<file path="src/rtl/ptmr_pkg.sv">
package ptmr_pkg;

   typedef enum logic [2:0] {
      OFS_LIMIT      = 3'd0,
      OFS_COUNT      = 3'd1,
      OFS_LIMIT_KEEP = 3'd2,
      OFS_USTAT      = 3'd3,
      OFS_MODE       = 3'd4
   } ptmr_ofs_e;

   typedef struct packed {
      logic lim;
      logic cnt;
      logic lim_keep;
      logic ustat;
      logic mode;
   } ptmr_sel_t;

endpackage

</file>
<file path="src/rtl/ptmr_decode.sv">
module ptmr_decode
   import ptmr_pkg::*;
#(
   parameter int ADDR_W = 3
) (
   input  logic [ADDR_W-1:0] addr,
   input  logic              wr_en,
   input  logic              rd_en,
   output ptmr_sel_t         wsel,
   output ptmr_sel_t         rsel
);

   ptmr_sel_t hit;

   always_comb begin
      hit.lim      = (addr == ADDR_W'(OFS_LIMIT));
      hit.cnt      = (addr == ADDR_W'(OFS_COUNT));
      hit.lim_keep = (addr == ADDR_W'(OFS_LIMIT_KEEP));
      hit.ustat    = (addr == ADDR_W'(OFS_USTAT));
      hit.mode     = (addr == ADDR_W'(OFS_MODE));
   end

   assign wsel = wr_en ? hit : '0;
   assign rsel = rd_en ? hit : '0;

endmodule

</file>
<file path="src/rtl/ptmr_core.sv">
module ptmr_core
   import ptmr_pkg::*;
#(
   parameter int DATA_W = 32,
   parameter int FRAC_W = 9,
   parameter int USER_W = 64,
   localparam int CW    = DATA_W - 1 - FRAC_W
) (
   input  logic              clk,
   input  logic              rst_n,
   input  logic              tick,
   input  ptmr_sel_t         wsel,
   input  logic              rclr,
   input  logic [DATA_W-1:0] wdata,
   output logic [USER_W-1:0] acc_q,
   output logic [CW-1:0]     lim_q,
   output logic              rch_q,
   output logic              irq_q,
   output logic              usr_q,
   output logic              run_q
);

   localparam logic [USER_W-1:0] STEP       = USER_W'(1) << FRAC_W;
   localparam logic [USER_W-1:0] FIELD_MASK = ((USER_W'(1) << CW) - USER_W'(1)) << FRAC_W;
   localparam logic [CW-1:0]     CNT_MAX    = {CW{1'b1}};

   logic [CW-1:0]     cnt_q;
   logic [USER_W-1:0] acc_d, acc_hi_wr, acc_lo_wr;
   logic [CW-1:0]     lim_d;
   logic              rch_d, irq_d, usr_d, run_d;
   logic              match;

   assign cnt_q = acc_q[FRAC_W +: CW];
   assign match = (lim_q != '0) && (cnt_q == lim_q - 1'b1);

   generate
      if (USER_W > DATA_W) begin : g_split
         assign acc_hi_wr = {wdata[USER_W-DATA_W-1:0], acc_q[DATA_W-1:0]};
         assign acc_lo_wr = {acc_q[USER_W-1:DATA_W], wdata};
      end else begin : g_single
         assign acc_hi_wr = acc_q;
         assign acc_lo_wr = wdata;
      end
   endgenerate

   always_comb begin
      acc_d = acc_q;
      lim_d = lim_q;
      rch_d = rch_q;
      irq_d = irq_q;
      usr_d = usr_q;
      run_d = run_q;

      if (!usr_q && rclr) begin
         rch_d = 1'b0;
         irq_d = 1'b0;
      end

      if (tick) begin
         if (!usr_q) begin
            if (match) begin
               acc_d = '0;
               rch_d = 1'b1;
               irq_d = 1'b1;
            end else if (cnt_q == CNT_MAX) begin
               acc_d = '0;
            end else begin
               acc_d = acc_q + STEP;
            end
         end else if (run_q) begin
            acc_d = acc_q + STEP;
         end
      end

      if (!usr_q) begin
         if (wsel.lim) begin
            lim_d = wdata[FRAC_W +: CW];
            acc_d = '0;
            rch_d = 1'b0;
            irq_d = 1'b0;
         end else if (wsel.lim_keep) begin
            lim_d = wdata[FRAC_W +: CW];
         end
      end else begin
         if (wsel.lim) begin
            acc_d = acc_hi_wr;
            rch_d = 1'b0;
         end else if (wsel.cnt) begin
            acc_d = acc_lo_wr;
            rch_d = 1'b0;
         end else if (wsel.ustat) begin
            if (wdata[0] && !run_q) begin
               run_d = 1'b1;
            end else if (!wdata[0] && run_q) begin
               run_d = 1'b0;
            end
         end
      end

      if (wsel.mode) begin
         if (wdata[0] && !usr_q) begin
            usr_d = 1'b1;
            run_d = 1'b0;
            irq_d = 1'b0;
         end else if (!wdata[0] && usr_q) begin
            usr_d = 1'b0;
            run_d = 1'b0;
            acc_d = acc_q & FIELD_MASK;
         end
      end
   end

   always_ff @(posedge clk or negedge rst_n) begin
      if (!rst_n) begin
         acc_q <= '0;
         lim_q <= '0;
         rch_q <= 1'b0;
         irq_q <= 1'b0;
         usr_q <= 1'b0;
         run_q <= 1'b0;
      end else begin
         acc_q <= acc_d;
         lim_q <= lim_d;
         rch_q <= rch_d;
         irq_q <= irq_d;
         usr_q <= usr_d;
         run_q <= run_d;
      end
   end

endmodule

</file>
<file path="src/rtl/ptmr_rdmux.sv">
module ptmr_rdmux
   import ptmr_pkg::*;
#(
   parameter int DATA_W = 32,
   parameter int FRAC_W = 9,
   parameter int USER_W = 64,
   localparam int CW    = DATA_W - 1 - FRAC_W
) (
   input  ptmr_sel_t         rsel,
   input  logic [USER_W-1:0] acc_q,
   input  logic [CW-1:0]     lim_q,
   input  logic              rch_q,
   input  logic              usr_q,
   input  logic              run_q,
   output logic [DATA_W-1:0] rdata
);

   logic [DATA_W-1:0] hi_word, lo_word, lim_word, cnt_word;

   generate
      if (USER_W > DATA_W) begin : g_hi
         assign hi_word = DATA_W'(acc_q[USER_W-1:DATA_W]);
      end else begin : g_nohi
         assign hi_word = '0;
      end
   endgenerate

   assign lo_word  = acc_q[DATA_W-1:0];
   assign lim_word = {rch_q, lim_q, {FRAC_W{1'b0}}};
   assign cnt_word = {rch_q, acc_q[FRAC_W +: CW], {FRAC_W{1'b0}}};

   always_comb begin
      rdata = '0;
      if (rsel.lim) begin
         rdata = usr_q ? hi_word : lim_word;
      end else if (rsel.cnt) begin
         rdata = usr_q ? lo_word : cnt_word;
      end else if (rsel.lim_keep) begin
         rdata = usr_q ? '0 : lim_word;
      end else if (rsel.ustat) begin
         rdata = DATA_W'(run_q);
      end else if (rsel.mode) begin
         rdata = DATA_W'(usr_q);
      end
   end

endmodule

</file>
<file path="src/rtl/proc_timer.sv">
module proc_timer
   import ptmr_pkg::*;
#(
   parameter int ADDR_W = 3,
   parameter int DATA_W = 32,
   parameter int FRAC_W = 9,
   parameter int USER_W = 64,
   localparam int CW    = DATA_W - 1 - FRAC_W
) (
   input  logic              clk,
   input  logic              rst_n,
   input  logic              tick,
   input  logic              wr_en,
   input  logic              rd_en,
   input  logic [ADDR_W-1:0] addr,
   input  logic [DATA_W-1:0] wdata,
   output logic [DATA_W-1:0] rdata,
   output logic              irq
);

   generate
      if (ADDR_W < 3) begin : g_bad_addr
         $error("proc_timer: ADDR_W must be at least 3");
      end
      if (FRAC_W < 1 || FRAC_W > DATA_W - 2) begin : g_bad_frac
         $error("proc_timer: FRAC_W out of range");
      end
      if (USER_W < DATA_W || USER_W > 2 * DATA_W) begin : g_bad_user
         $error("proc_timer: USER_W must lie between DATA_W and 2*DATA_W");
      end
   endgenerate

   ptmr_sel_t         wsel, rsel;
   logic [USER_W-1:0] acc_q;
   logic [CW-1:0]     lim_q;
   logic              rch_q, irq_q, usr_q, run_q;

   ptmr_decode #(.ADDR_W(ADDR_W)) u_dec (
      .addr  (addr),
      .wr_en (wr_en),
      .rd_en (rd_en),
      .wsel  (wsel),
      .rsel  (rsel)
   );

   ptmr_core #(.DATA_W(DATA_W), .FRAC_W(FRAC_W), .USER_W(USER_W)) u_core (
      .clk   (clk),
      .rst_n (rst_n),
      .tick  (tick),
      .wsel  (wsel),
      .rclr  (rsel.lim),
      .wdata (wdata),
      .acc_q (acc_q),
      .lim_q (lim_q),
      .rch_q (rch_q),
      .irq_q (irq_q),
      .usr_q (usr_q),
      .run_q (run_q)
   );

   ptmr_rdmux #(.DATA_W(DATA_W), .FRAC_W(FRAC_W), .USER_W(USER_W)) u_rd (
      .rsel  (rsel),
      .acc_q (acc_q),
      .lim_q (lim_q),
      .rch_q (rch_q),
      .usr_q (usr_q),
      .run_q (run_q),
      .rdata (rdata)
   );

   assign irq = irq_q;

endmodule

</file>
<file path="config.mk">
export PLATFORM = sky130hd
export DESIGN_NAME = proc_timer
export DESIGN_NICKNAME = d
export VERILOG_FILES = /design/src/rtl/ptmr_pkg.sv /design/src/rtl/ptmr_decode.sv /design/src/rtl/ptmr_core.sv /design/src/rtl/ptmr_rdmux.sv /design/src/rtl/proc_timer.sv
export SDC_FILE = /design/constraint.sdc
export NUM_CORES = 1
export LEC_CHECK = 0
export ABC_AREA = 0
export ABC_CLOCK_PERIOD_IN_PS = 4650
export BUFFER_PORTS_ARGS = -buffer_cell sky130_fd_sc_hd__buf_2
export CAP_MARGIN = 15
export CORE_MARGIN = 3
export CORE_UTILIZATION = 34
export CTS_BUF_LIST = sky130_fd_sc_hd__clkbuf_8
export CTS_CLUSTER_SIZE = 40
export DETAILED_ROUTE_END_ITERATION = 8
export PLACE_DENSITY = 0.6
export SETUP_SLACK_MARGIN = 0.4
export SLEW_MARGIN = 20
export SYNTH_ARGS = -nofsm -noshare
export SYNTH_HDL_FRONTEND = slang
export SYNTH_HIERARCHICAL = 1
export SYNTH_SLANG_ARGS = --single-unit
</file>
<file path="constraint.sdc">
create_clock -name clk -period 4.65 [get_ports clk]
set_input_delay 0.465 -clock clk [delete_from_list [all_inputs] [get_ports clk]]
set_output_delay 0.465 -clock clk [all_outputs]
set_load 0.1 [all_outputs]
</file>
==> key figures <==
Place
  • IO buf count: 72
  • DP HPWL: 19700 µm
  • Placer congestion estimate: 0.906
  • Placed Area: 0.00798 mm²

Die
  • Die X: 153 µm
  • Initial Utilization: 34.9%
  • Core Region: 0.0212 mm²
  • Ports: 73
  • Die area: 0.0235 mm²
  • Die height: 153 µm
  • Row cnt: 53

Pwr
  • Maximum vdd drop: 182 µV
  • P_int: 2270 µW
  • Flop pwr share: 40.1%
  • Tot Pwr: 4550 µW
  • Switching Power: 2280 µW
  • Sw frac: 50.1%
  • Logic pwr share: 46.5%
  • Power Density: 555 mW/mm²
  • P_leak: 0.00334 µW
  • Clock share of power: 13.4%

Final layout
  • Fillers: 2237
  • Diode count: 0
  • Area Overhead vs Synth: 11.1%
  • Core Util, Final: 38.7%
  • Share of cells above drive strength 1: 16.8%
  • Final Instance Area: 0.00819 mm²
  • Final #Nets: 1013

Synth
  • Post-Syn Area: 0.00738 mm²
  • Synth Instances: 930
  • Syn Nets: 974
  • Synth area leader: dfrtp_1
  • Post-synthesis area per instance: 7.93 µm²
  • Yosys reg bits: 90
  • Netlist cell types: 74
  • Syn. warnings: 6
  • Ys flop type: dfrtp_1
  • Top cells by count, synth: dfrtp_1 (90), nor2_1 (90), a21oi_1 (87)
  • Async SR Flop Fraction: 100%
  • EDFF count, synth: 0
  • Area contributors post-synth: dfrtp_1 (31%), a21oi_1 (5.9%), o21ai_0 (4.8%)
  • Sequential share of the synthesized area: 30.5%
  • Yosys top cell area share: 30.5%

STA
  • Final setup skew: 0.0166 ns
  • RSZ-0062 raised after global routing: false
  • # setup viols final: 0
  • Final slew viol count: 0
  • Fin. Hold Viols: 0
  • Worst Max-Slew Pin Slew: 1.17 ns
  • Rel. slew slack: 21.5%
  • Final critical-path share of the clock period: 84.1%
  • Setup tns final: 0 ns
  • Final min period: 3.91 ns
  • FMAX: 256 MHz

Critical path
  • Worst Setup End Kind: register
  • Crit Path Max Fanout: 32
  • Startpoint types: register
  • Worst EP arrival: 4.23 ns
  • Worst EP required: 4.97 ns
  • Crit Path Class: register to register

Routing
  • Routed WL: 27300 µm
  • DR iter-0 viols: 861
  • DRC: 0
  • Vias per inst: 6.20
  • DR WL/cell: 21.9 µm
  • Vias: 7750
  • DRT antenna net count: 0
  • First-pass iteration count of the detailed router: 5

Clocking
  • Clk sinks: 90
  • Worst-Skew Late Latency: 0.39 ns
  • H-tree depth: 3
  • CTS tree: done
  • CTS clk-pin slew, worst paths: 0.10 ns
  • CTS buffer count: 9
  • Post-CTS setup buffer count: 0
  • Cts hold-fix bufs: 0
  • Root buffer cell: clkbuf_8
  • Post-CTS Resized: 0
  • Clock tree buffer depth: 2

Status
  • Status: complete, no violations

GRT
  • Vias in the first global route: 7142
  • Grt ovf: 0
  • Largest net degree at the start of global routing: 61
  • Global router's overall resource usage: 22.6%
  • First-pass GRT wire length: 42400 µm
  • Initial antenna violation count: 1

Worst hold path
  • Hold crit path type: input pin to asynchronous set/reset pin

Job
  • Max_cap viols: 0
logic make-up after synthesis:
| kind of cell | after synthesis | share of synthesized area, % |
|---|---|---|
| compound gates | 302 | 27.1 |
| xor+xnor | 49 | 5.82 |
| fa+ha+maj | 4 | 0.679 |
| buf+inv | 87 | 5.11 |
| flops | 90 | 30.5 |
| mux | 29 | 4.36 |
| simple gates | 369 | 26.4 |
sequential cells by signal, indices dropped and copies added, names as in the netlist:
register,cells
u_core/irq_q,1
u_core/lim_q,22
u_core/run_q,1
u_core/acc_q,64
u_core/usr_q,1
u_core/rch_q,1
routing by layer:
metal	global-route usage (%)	routed length, µm
met1	33.1	12300
met2	34.2	12000
met3	4.36	2450
met4	5.98	520
met5	0	13
metrics by stage:
stage	setup slack, ns	std cells	hold WS (ns)
2_1_floorplan	0.945	930	0.169
4_1_cts	0.756	1249	0.195
6_report	0.741	1249	0.176
3_5_place_dp	0.767	1233	0.528
5_1_grt	0.466	1249	0.241
3_3_place_gp	0.835	1233	0.523
cell type report:
type	instances	area (µm²)	share of cell area [%]
clock inverter	4	50.0	0.611
sequential	90	2250	27.5
inverter	20	75.1	0.916
timing repair buffer	95	536	6.54
tap	275	344	4.20
multi-input combinational	753	4770	58.2
clock buffer	12	165	2.02
critical path: stages, from the launching register on:
cell     delay, ns
dfrtp_1       0.46
inv_1         0.08
ha_1          0.33
or4b_1        0.51
nor4_1        0.33
or2b_1        0.26
a21oi_1       0.14
o31a_1        0.25
nor4b_4       0.09
a21oi_4       0.77
buf_4         0.34
nand3_1       0.10
a21oi_1       0.15
placed cells by master, fill, tap and decap left out, types with 5 or more instances in the layout:
| cell type | instances |
|---|---|
| a21oi_1 | 86 |
| o22ai_1 | 11 |
| a22oi_1 | 13 |
| a21boi_0 | 7 |
| a221o_1 | 27 |
| nor4_1 | 12 |
| and4bb_2 | 6 |
| a31oi_1 | 8 |
| o21ai_0 | 69 |
| nor3_1 | 34 |
| o221ai_1 | 28 |
| xnor2_1 | 25 |
| or3_1 | 6 |
| mux2_2 | 25 |
| inv_1 | 21 |
| xor2_1 | 24 |
| nand4_1 | 15 |
| clkbuf_8 | 12 |
| nand3_1 | 44 |
| dfrtp_1 | 90 |
| o31ai_1 | 6 |
| nor2_1 | 89 |
| nand2_1 | 76 |
| or4_1 | 5 |
| buf_2 | 71 |
| buf_4 | 24 |
| and3_1 | 37 |
| nand2b_1 | 7 |
power groups by stage:
stage | logic [µW] | clock network [µW] | registers, µW
floorplan | 1760 | 0 | 1550
global placement | 2050 | 0 | 1810
detailed placement | 2080 | 0 | 1830
CTS | 2090 | 620 | 1810
global route | 2310 | 643 | 1900
finish | 2110 | 608 | 1830
worst paths after layout:
| kind | depth (start not counted) | slack (ns) | start | end |
|---|---|---|---|---|
| max | 12 | 0.74 | u_core/lim_q[0] | u_core/acc_q[6] |
| min | 1 | 0.18 | rst_n | u_core/usr_q |
| max reg2reg | 12 | 0.74 | u_core/lim_q[0] | u_core/acc_q[6] |
| min reg2reg | 2 | 0.54 | u_core/acc_q[0] | u_core/acc_q[0] |
| max in group asynchronous | 2 | 3.52 | rst_n | u_core/acc_q[20] |
| min in group clk | 3 | 0.31 | wdata[5] | u_core/acc_q[5] |
Power figures use the tool's default switching activity.
